$ cat src/rtl/pstate_pkg.sv
package pstate_pkg;
   localparam int REG_W      = 64;
   localparam int PS_W       = 5;
   localparam int CMD_OFS    = 'h20;
   localparam int STAT_OFS   = 'h50;
   localparam int BUSY_BIT   = 31;
   localparam int SET_BIT    = 25;
   localparam int PRI_LSB    = 0;
   localparam int SEC_LSB    = 12;
   localparam int NARROW_LSB = 4;
   localparam int NARROW_W   = 4;
   localparam int WIDE_LSB   = 5;
   localparam int WIDE_W     = 5;

   typedef enum logic [1:0] {
      FMT_NONE    = 2'd0,
      FMT_NARROW4 = 2'd1,
      FMT_WIDE5   = 2'd2
   } stat_fmt_e;
endpackage

$ cat src/rtl/pstate_timer.sv
module pstate_timer #(
   parameter int TRANS_CYCLES = 4
) (
   input  logic clk,
   input  logic rst_n,
   input  logic start,
   output logic busy,
   output logic finish
);
   localparam int CW = (TRANS_CYCLES > 1) ? $clog2(TRANS_CYCLES) : 1;

   if (TRANS_CYCLES < 1) begin : g_bad_len
      $error("pstate_timer: TRANS_CYCLES must be at least 1");
   end

   logic          busy_q;
   logic [CW-1:0] cnt_q;

   // last busy cycle is the one whose count has reached zero
   assign finish = busy_q && (cnt_q == '0);
   assign busy   = busy_q;

   always_ff @(posedge clk) begin
      if (!rst_n) begin
         busy_q <= 1'b0;
         cnt_q  <= '0;
      end else if (start && !busy_q) begin
         busy_q <= 1'b1;
         cnt_q  <= CW'(TRANS_CYCLES - 1);
      end else if (finish) begin
         busy_q <= 1'b0;
      end else if (busy_q) begin
         cnt_q  <= cnt_q - 1'b1;
      end
   end
endmodule

$ cat src/rtl/pstate_status_fmt.sv
module pstate_status_fmt
   import pstate_pkg::*;
#(
   parameter stat_fmt_e STAT_FMT = FMT_WIDE5
) (
   input  logic [PS_W-1:0]  cur_state,
   input  logic [PS_W-1:0]  req_pri,
   output logic [REG_W-1:0] stat_word,
   output logic [PS_W-1:0]  pri_view
);
   // some formats leave input bits unread
   logic unused_fmt_in;
   assign unused_fmt_in = ^{cur_state, req_pri};

   if (STAT_FMT == FMT_NONE) begin : g_none
      assign stat_word = '0;
      assign pri_view  = cur_state;
   end else if (STAT_FMT == FMT_NARROW4) begin : g_narrow
      always_comb begin
         stat_word = '0;
         stat_word[NARROW_LSB +: NARROW_W] = cur_state[NARROW_W-1:0];
      end
      assign pri_view = req_pri;
   end else begin : g_wide
      always_comb begin
         stat_word = '0;
         stat_word[WIDE_LSB +: WIDE_W] = cur_state[WIDE_W-1:0];
      end
      assign pri_view = req_pri;
   end
endmodule

$ cat src/rtl/cluster_pstate_regblk.sv
module cluster_pstate_regblk
   import pstate_pkg::*;
#(
   parameter int        ADDR_W       = 8,
   parameter int        TRANS_CYCLES = 4,
   parameter stat_fmt_e STAT_FMT     = FMT_WIDE5
) (
   input  logic               clk,
   input  logic               rst_n,
   input  logic [ADDR_W-1:0]  addr,
   input  logic               wr_en,
   input  logic [REG_W-1:0]   wr_data,
   output logic [REG_W-1:0]   rd_data,
   output logic [PS_W-1:0]    cur_state
);
   localparam logic [ADDR_W-1:0] CMD_A  = ADDR_W'(CMD_OFS);
   localparam logic [ADDR_W-1:0] STAT_A = ADDR_W'(STAT_OFS);

   if (ADDR_W < 7) begin : g_bad_addr
      $error("cluster_pstate_regblk: ADDR_W too narrow for register offsets");
   end

   logic            cmd_hit, stat_hit, accept, set_req;
   logic            busy, finish;
   logic [PS_W-1:0] req_pri_q, req_sec_q, cur_q, pri_view;
   logic [REG_W-1:0] cmd_word, stat_word;
   logic            unused_wr_parity;

   assign unused_wr_parity = ^wr_data;

   assign cmd_hit  = (addr == CMD_A);
   assign stat_hit = (addr == STAT_A);
   assign accept   = wr_en && cmd_hit && !busy;
   assign set_req  = accept && wr_data[SET_BIT];

   pstate_timer #(.TRANS_CYCLES(TRANS_CYCLES)) timer_i (
      .clk    (clk),
      .rst_n  (rst_n),
      .start  (set_req),
      .busy   (busy),
      .finish (finish)
   );

   always_ff @(posedge clk) begin
      if (!rst_n) begin
         req_pri_q <= '0;
         req_sec_q <= '0;
         cur_q     <= '0;
      end else begin
         if (accept) begin
            req_pri_q <= wr_data[PRI_LSB +: PS_W];
            req_sec_q <= wr_data[SEC_LSB +: PS_W];
         end
         if (finish) begin
            cur_q <= req_pri_q;
         end
      end
   end

   pstate_status_fmt #(.STAT_FMT(STAT_FMT)) fmt_i (
      .cur_state (cur_q),
      .req_pri   (req_pri_q),
      .stat_word (stat_word),
      .pri_view  (pri_view)
   );

   always_comb begin
      cmd_word                    = '0;
      cmd_word[BUSY_BIT]          = busy;
      cmd_word[SEC_LSB +: PS_W]   = req_sec_q;
      cmd_word[PRI_LSB +: PS_W]   = pri_view;
   end

   always_comb begin
      if (cmd_hit)       rd_data = cmd_word;
      else if (stat_hit) rd_data = stat_word;
      else               rd_data = '0;
   end

   assign cur_state = cur_q;
endmodule

$ cat config.mk
export PLATFORM = sky130hd
export DESIGN_NAME = cluster_pstate_regblk
export DESIGN_NICKNAME = d
export VERILOG_FILES = /design/src/rtl/pstate_pkg.sv /design/src/rtl/pstate_timer.sv /design/src/rtl/pstate_status_fmt.sv /design/src/rtl/cluster_pstate_regblk.sv
export SDC_FILE = /design/constraint.sdc
export NUM_CORES = 1
export LEC_CHECK = 0
export CORE_MARGIN = 4
export CORE_UTILIZATION = 35
export CTS_BUF_LIST = sky130_fd_sc_hd__clkbuf_16
export CTS_CLUSTER_DIAMETER = 30
export DETAILED_ROUTE_END_ITERATION = 6
export DONT_BUFFER_PORTS = 1
export HOLD_SLACK_MARGIN = 0.15
export MAX_ROUTING_LAYER = met4
export PLACE_DENSITY = 0.48
export SLEW_MARGIN = 20
export SYNTH_ARGS = -nofsm -noshare
export SYNTH_HDL_FRONTEND = slang
export SYNTH_HIERARCHICAL = 1
export SYNTH_SLANG_ARGS = --single-unit
$ cat constraint.sdc
create_clock -name clk -period 1.9 [get_ports clk]
set_input_delay 0.19 -clock clk [delete_from_list [all_inputs] [get_ports clk]]
set_output_delay 0.19 -clock clk [all_outputs]
set_load 0.01 [all_outputs]
# [Word-level counts from Yosys, hierarchy flattened]
# Cells that the tools add are included.
[word_totals] n_memories=0 word_cells=26 latch_bits=0 output_inout_bits=69 regBits=18 ramBits=0 mem_bits_ro=0
[classes] add_sub_neg=1 bitwise_logic=0 muxes=7 reduce_logical=10 n_shift=0 eq_ne=3 n_mul=0 magnitude_cmp=0 div_mod_pow=0
[op_table] cell="2-to-1 mux 32 bit" n=1
[op_table] cell="2-to-1 mux 10 bit" n=1
[op_table] cell="== test 8 x 6 -> 1 bit (second input constant)" n=1
[op_table] cell="== test 8 x 7 -> 1 bit (second input constant)" n=1
[op_table] cell="2-to-1 mux 2 bit" n=3
[op_table] cell="logical AND 1 bit" n=5
[op_table] cell="nonzero test 2 bit" n=2
[op_table] cell="zero test 2 bit" n=1
[op_table] cell="2-to-1 mux 1 bit" n=2
[op_table] cell="inequality test 2 x 1 -> 1 bit (second input constant)" n=1
[op_table] cell="AND reduction 2 bit" n=1
[op_table] cell="subtractor 2 x 1 -> 2 bit (second input constant)" n=1
[op_table] cell="zero test 1 bit" n=1

# [Depth between registers and ports, before layout]
# Gate-level depths: netlist (run 1).
[depth] depth_word=7 depth_mapped=7 ltp_nobuf=6

# [Modules after synthesis]
# The synthesis (run 1) kept the hierarchy.
[modules_own_cells] mod="cluster_pstate_regblk" area_per_inst_um2=1153.6 cells_each=150 seq_area_each_um2=300.3 instances=1
[modules_own_cells] mod="pstate_status_fmt" area_per_inst_um2=521.8 cells_each=70 seq_area_each_um2=0.0 instances=1
[modules_own_cells] mod="pstate_timer" area_per_inst_um2=161.4 cells_each=18 seq_area_each_um2=60.1 instances=1

# [Worst setup path before layout (run 1)]
# OpenSTA, ideal clock, no wires.
[synth_timing] path_type="input -> register" from="in addr[1]" to="reg timer_i.cnt_q[1]" t_required_ns=1.841 t_arrival_ns=1.552 setup_ns=0.059 setup_slack_ns=0.289 stages=7 path_cell_list="or4_4 nand4bb_4 buf_6 nor2_1 nor2_1 o21ai_1 and3_1"
[synth_via] elab_chain_cells=7 word_cells_on_any_way=9 cone_classes="2 x eq/ne; 1 x mux; 6 x reduce/logical"
[synth_rtl] item="from (decl)" line_no="cluster_pstate_regblk.sv:10" text="input logic [ADDR_W-1:0] addr,"
[synth_rtl] item="== test 8 x 6 -> 1 bit *" line_no="cluster_pstate_regblk.sv:31" text="assign cmd_hit = (addr == CMD_A);"
[synth_rtl] item="logical AND 1 bit * (2 in series)" line_no="cluster_pstate_regblk.sv:33" text="assign accept = wr_en && cmd_hit && !busy;"
[synth_rtl] item="logical AND 1 bit *" line_no="cluster_pstate_regblk.sv:34" text="assign set_req = accept && wr_data[SET_BIT];"
[synth_rtl] item="via set_req" line_no="cluster_pstate_regblk.sv:23" text="logic cmd_hit, stat_hit, accept, set_req;"
[synth_rtl] item="logical AND 1 bit *" line_no="pstate_timer.sv:27" text="end else if (start && !busy_q) begin"
[synth_rtl] item="inequality test 2 x 1 -> 1 bit (no source line) or nonzero test 2 bit (tied branches)"
[synth_rtl] item="AND reduction 2 bit (no source line)"
[synth_rtl] item="to (signal assigned)" line_no="pstate_timer.sv:29" text="cnt_q <= CW'(TRANS_CYCLES - 1);"
[synth_rtl] item="to (signal assigned)" line_no="pstate_timer.sv:33" text="cnt_q <= cnt_q - 1'b1;"
[synth_rtl] item="to (decl)" line_no="pstate_timer.sv:17" text="logic [CW-1:0] cnt_q;"
# Mark *: on every way through the listed nets, which the timed path passes. The rest lies on a longest branch.
# A chain may end at the register's enable or synchronous reset.

# [Final worst setup path (run 1)]
[layout_timing] from="in addr[1]" to="out rd_data[5]"
[layout_via] elab_chain_cells=3 word_cells_on_any_way=4 cone_classes="2 x eq/ne; 2 x mux"
[layout_rtl] item="== test 8 x 7 -> 1 bit" line_no="cluster_pstate_regblk.sv:32" text="assign stat_hit = (addr == STAT_A);"
[layout_rtl] item="2-to-1 mux 10 bit" line_no="cluster_pstate_regblk.sv:76" text="else if (stat_hit) rd_data = stat_word;"
[layout_rtl] item="2-to-1 mux 32 bit *" line_no="cluster_pstate_regblk.sv:75" text="if (cmd_hit) rd_data = cmd_word;"
[layout_rtl] item="to (decl)" line_no="cluster_pstate_regblk.sv:13" text="output logic [REG_W-1:0] rd_data,"
# Mark *: on every way between the ends. The rest lies on a longest branch, timed or not.

==> results of run 1 <==
## kinds of logic after synthesis
family | Yosys count | synth area share
and+or+nand+nor | 102 | 0.326
other | 1 | 0.00204
buffers and inverters | 85 | 0.322
AOI/OAI and AO/OA | 14 | 0.0545
adders and majority gates | 2 | 0.0136
xor gates and xnor gates | 1 | 0.00477
muxes | 15 | 0.0817
DFF | 18 | 0.196
## layout make-up
type / instances / area, sq um
multi-input cells: 193 / 1110
clock inverters: 1 / 3.75
flip-flops and latches: 18 / 360
repair buffers: 16 / 160
clock buffers: 3 / 75.1
inverters: 3 / 16.3
fillers: 552 / 3290
well taps: 70 / 87.6
## worst paths after layout
path / from / endpoint / slack, ns / depth (start not counted)
setup / recovery: addr[1] / rd_data[5] / 0.29 / 4
hold / removal: wr_data[25] / timer_i/busy / 0.27 / 4
setup reg to reg: timer_i/busy / timer_i/cnt_q[1] / 0.70 / 5
hold reg to reg: req_sec_q[0] / req_sec_q[0] / 0.46 / 2
## worst max-delay path, delay by kind of cell
family | cells | cell delay (ns)
buffers and inverters | 1 | 0.20
and+or+nand+nor | 3 | 1.03
## cells in the mapped netlist
cell       number  area, sq um
a21oi_1         1         5.00
a22oi_1        11         82.6
and2_1         53          332
and2_4          1         8.76
and3_1          1         6.26
buf_4          69          518
buf_6           1         11.3
clkbuf_1       12         45.0
clkinv_4        1         8.76
conb_1          1         3.75
dfxtp_1        18          360
ha_1            2         25.0
inv_1           2         7.51
mux2i_1        15          150
nand2_1        22         82.6
nand3b_1        1         7.51
nand4bb_4       1         27.5
nor2_1         14         52.6
nor2b_1         5         31.3
nor2b_4         1         13.8
nor4b_2         1         15.0
nor4bb_1        1         10.0
o21ai_1         1         5.00
o31ai_1         1         7.51
or4_4           1         11.3
xor2_1          1         8.76
## report_power, final
part	internal [mW]	switching, mW
sequential	0.378	0.000343
combinational	0.0306	0.0340
clock	0.280	0.138
total	0.689	0.173
## sequential cells by signal (all words and copies together), names as in the netlist
name / count
req_sec_q: 5
timer_i/cnt_q: 2
req_pri_q: 5
cur_state: 5
timer_i/busy: 1
## metal layers
metal,vias to the layer above,global-route usage,part of all wire
li1,619,-,-
met5,-,-,0
met2,50,0.147,0.44
met3,4,0.0224,0.10
met4,0,0.0507,0.018
met1,455,0.120,0.44
## per-stage QoR
step | setup slack (ns) | cell area (sq um) | std cells | util | hold slack [ns]
final | 0.286 | 1810 | 304 | 0.355 | 0.270
after global routing | 0.191 | 1810 | 304 | 0.355 | 0.327
after CTS | 0.252 | 1810 | 304 | 0.355 | 0.275
after detailed placement | 0.252 | 1620 | 289 | 0.318 | 0.312
after global placement | 0.257 | 1620 | 289 | 0.318 | 0.316
after floorplan | 0.289 | 2050 | 296 | - | 0.304
## cell usage in the layout (no fill, tap or decap), types with 2 or more instances in the layout
master and n:
dfxtp_1 18, nor2b_1 5, nor2_1 14, inv_1 2
buf_4 4, and2_1 53, ha_1 2, a22oi_1 11
nand2_1 22, mux2i_1 15, clkbuf_16 3, conb_1 59
dlygate4sd3_1 11
==> impl_metrics.json, run 1 <==
{
  "clock_latency_ns": 0.25,
  "placementRows": 26,
  "grt_use_total": 0.0971,
  "wl_um": 3040,
  "drt_iter0_drc": 21,
  "n_antenna_cell": 0,
  "setup_violations": 0,
  "outcome": "complete, no violations",
  "place.gp.congestion": 0.696,
  "io_pins": 144,
  "vias": 1128,
  "die_y_um": 80.4,
  "cts_resized": 0,
  "vias_per_cell": 3.71,
  "yosys_warnings": 6,
  "die_w_um": 80.4,
  "fmax_mhz": 620,
  "clkTransAtPathRegs_ns": 0.05,
  "grt_pass1_vias": 959,
  "cts_post_setup_buffers_inserted": 0,
  "first_pass_iters": 4,
  "routedWlPerCell_um": 10.0,
  "cts_max_level": 1,
  "yosysUniqueCellTypes": 26,
  "worst_hold_path_type": "input port to flop",
  "required_ns": 1.71,
  "slew_headroom": 0.426,
  "cp.arrival_ns": 1.42,
  "setup-tns-final_ns": 0,
  "cp-end-kind": "primary output",
  "drtAntennaViolNets": 0,
  "min_period_ns": 1.61,
  "cts_root_buf": "clkbuf_16",
  "start_kind": "input port",
  "dp_hpwl_um": 2510,
  "hold_buffers": 11,
  "power_mw": 0.861,
  "cts_buffers": 3,
  "criticalPathCategory": "input port to primary output",
  "drive_above_1_share": 0.0641,
  "worstPathCellList": "or4_4, nor2b_4, buf_12, and2_1",
  "cpPeakStageDelay_ns": 0.62,
  "critPathMaxFanout": 51,
  "port_buffers": 0,
  "core_sq_mm": 0.00511,
  "grt_start_max_net_pins": 52,
  "leakagePower_nw": 0.823,
  "clock_path_buffers": 2,
  "worst_slew_pin_slew_ns": 0.858,
  "cts_tree": "built",
  "initial_core_util": 0.360,
  "die_area_sq_mm": 0.00647,
  "grt_overflow": 0,
  "drc_errors": 0,
  "grt_pass1_wl_um": 4800,
  "rsz0062_at_grt": "false",
  "synth_cells": 238,
  "timing.max_cap.violations": 0,
  "synth_seq_cells": 18,
  "power_density_mw_per_mm2": 475,
  "yosysSeqAreaShare": 0.196,
  "cts_sinks": 18,
  "nets": 312,
  "slew_viol_final": 0,
  "antenna_found_initial": 0,
  "area_delta_synth_final_pct": -1.29,
  "crit_path_top_delay_cell": "or4_4",
  "peakVddDrop_v": 0.000391,
  "skew_ns": 0.00274,
  "finalCritPeriodShare": 0.850,
  "syn_area_sq_mm": 0.00184,
  "syn-mean-instance-area_sq_um": 7.72,
  "finalHoldViolCount": 0
}
Note: power is estimated with default switching activity, not from simulation.
==> run 2: changes to the inputs <==
--- a/config.mk
+++ b/config.mk
@@ -5,6 +5,7 @@
 export SDC_FILE = /design/constraint.sdc
 export NUM_CORES = 1
 export LEC_CHECK = 0
+export ABC_AREA = 1
 export CORE_MARGIN = 4
 export CORE_UTILIZATION = 35
 export CTS_BUF_LIST = sky130_fd_sc_hd__clkbuf_16
@@ -13,7 +14,7 @@
 export DONT_BUFFER_PORTS = 1
 export HOLD_SLACK_MARGIN = 0.15
 export MAX_ROUTING_LAYER = met4
-export PLACE_DENSITY = 0.48
+export PLACE_DENSITY = 0.5
 export SLEW_MARGIN = 20
 export SYNTH_ARGS = -nofsm -noshare
 export SYNTH_HDL_FRONTEND = slang
==> constraint.sdc (replaced) <==
create_clock -name clk -period 1.4 [get_ports clk]
set_input_delay 0.14 -clock clk [delete_from_list [all_inputs] [get_ports clk]]
set_output_delay 0.14 -clock clk [all_outputs]
set_load 0.01 [all_outputs]
==> impl_metrics.json, run 2 <==
{
  "outcome": "complete, no violations",
  "first_pass_iters": 4,
  "seq_area_sq_um": 360,
  "synth_commonest_cells": "nor2_1, inv_1, buf_4",
  "vias": 1501,
  "wl_um": 3510,
  "clkTransAtPathRegs_ns": 0.05,
  "io_pins": 144,
  "grt_pass1_vias": 1276,
  "finalHoldViolCount": 0,
  "core_sq_mm": 0.00551,
  "drtAntennaViolNets": 0,
  "syn_area_sq_mm": 0.00198,
  "fin_area_sq_mm": 0.00198,
  "dp_hpwl_um": 2700,
  "drive_above_1_share": 0.0729,
  "die_w_um": 83.3,
  "yosysUniqueCellTypes": 19,
  "worst_hold_path_type": "input port to flop",
  "cp.arrival_ns": 1.39,
  "port_buffers": 0,
  "cts_tree": "built",
  "yosysTopAreaCell": "buf_4",
  "worstPathCellList": "dlygate4sd3_1, o21ai_0, a21oi_1",
  "yosys_warnings": 6,
  "fillers": 611,
  "worst_slew_pin_slew_ns": 0.629,
  "setup-tns-final_ns": 0,
  "final_common_cell": "nor2_1",
  "skew_ns": 0.00216,
  "cts_post_setup_buffers_inserted": 0,
  "placementRows": 27,
  "slew_viol_final": 0,
  "area_delta_synth_final_pct": -0.442,
  "n_antenna_cell": 0,
  "critPathBufInv": 1,
  "synth_seq_cells": 18,
  "place.gp.congestion": 0.713,
  "start_kind": "input port",
  "clock_latency_ns": 0.25,
  "multi_input_comb_area_sq_um": 955,
  "ys_top_cells_by_area": "buf_4, dfxtp_1, nor2_1",
  "rsz0062_at_grt": "false",
  "criticalPathCategory": "input port to flop",
  "drc_errors": 0,
  "cts_resized": 0,
  "cts_root_buf": "clkbuf_16",
  "power_mw": 1.22,
  "cpLargestDelayFamily": "buffers and inverters",
  "setup_violations": 0,
  "leakagePower_nw": 0.912,
  "die_area_sq_mm": 0.00694,
  "fmax_mhz": 824,
  "ys_async_sr_fraction": 0,
  "clock_path_buffers": 2,
  "grt_use_total": 0.105,
  "syn-mean-instance-area_sq_um": 5.80,
  "antenna_found_initial": 0,
  "initial_core_util": 0.360,
  "cts_max_level": 1,
  "synth_cells": 342,
  "cp-end-kind": "flop",
  "grt_pass1_wl_um": 6080,
  "reg2reg_slack_ns": 0.25,
  "grt_start_max_net_pins": 39,
  "layout_common_cells": "nor2_1, inv_1, conb_1",
  "yosysMostFrequentCell": "nor2_1",
  "critPathMaxFanout": 18,
  "cts_buffers": 3,
  "peakVddDrop_v": 0.000488,
  "yosysSeqAreaShare": 0.182,
  "nets": 421,
  "ys.flop_type": "dfxtp_1",
  "power_density_mw_per_mm2": 615,
  "slew_headroom": 0.579,
  "finalCritPeriodShare": 0.866,
  "crit_path_top_delay_cell": "dlygate4sd3_1",
  "dpl-instance-area_sq_mm": 0.00180,
  "routedWlPerCell_um": 8.45,
  "synth_top_area_share": 0.265,
  "drt_iter0_drc": 22,
  "synth_edf_count": 0,
  "min_period_ns": 1.21,
  "vias_per_cell": 3.62,
  "grt_overflow": 0,
  "die_y_um": 83.3,
  "required_ns": 1.58,
  "cts_sinks": 18,
  "cpPeakStageDelay_ns": 0.94,
  "timing.max_cap.violations": 0
}
run 2: cell count changes in the layout (fill, tap and decap cells not counted), sizes merged, moves of 12 or more:
| cell | delta |
|---|---|
| mux2i | -15 |
| nand3 | +12 |
| inv | +79 |
| o21ai | +16 |
| nor2 | +71 |
| and2 | -54 |
run 2: area by class of cell:
type / instances / area share
multi-input combinational: 220 / 0.483
sequential: 18 / 0.182
inverter: 81 / 0.154
timing repair buffer: 20 / 0.0950
tap: 72 / 0.0456
clock buffer: 3 / 0.0380
clock inverter: 1 / 0.00190
run 2: path summary, 6_finish.rpt:
| check | from | endpoint | cells after the start |
|---|---|---|---|
| max | rst_n | timer_i/busy | 3 |
| min | wr_data[1] | req_pri_q[1] | 4 |
| max reg2reg | timer_i/cnt_q[0] | cur_state[3] | 7 |
| min reg2reg | timer_i/cnt_q[1] | timer_i/cnt_q[1] | 2 |
run 2: kinds of logic (layout without fill, tap and decap cells):
logic type / Yosys count / in the layout / share of synthesized area
AO/OA/AOI/OAI: 28 / 28 / 0.0839
adder cells (fa/ha/maj): 2 / 2 / 0.0126
buffers and inverters: 162 / 105 / 0.451
flip-flops: 18 / 18 / 0.182
other: 1 / 59 / 0.00189
AND/OR/NAND/NOR: 131 / 131 / 0.269
run 2: tightest hold or removal path, stage by stage:
cell,delay (ns)
inv_1,0.03
nand3_1,0.07
nand2_1,0.06
nor2_1,0.08
run 2: timing repair:
item                                    CTS  global route
hold buffers                             10             0
endpoints found under the hold margin    18             0
endpoints found under the setup margin    0             0
run 2: through the flow:
step | cells | worst slack (ns) | util | hold slack (ns)
3_5_place_dp | 401 | 0.214 | 0.326 | 0.269
3_3_place_gp | 401 | 0.199 | 0.326 | 0.267
4_1_cts | 415 | 0.170 | 0.359 | 0.153
5_1_grt | 415 | 0.0506 | 0.359 | 0.173
2_1_floorplan | 400 | 0.212 | - | 0.266
6_report | 415 | 0.187 | 0.359 | 0.161
run 2: metal layers:
layer	global-route usage	vias to the layer above	routed length (um)
met5	-	-	0
met4	0.0267	0	19
met3	0.0208	2	294
met2	0.168	53	1590
met1	0.136	593	1610
li1	-	853	-
run 2: report_power, final:
group          switching (mW)  total, mW  internal [mW]
sequential           0.000821      0.514          0.514
combinational          0.0841      0.135         0.0509
clock                   0.187      0.566          0.379
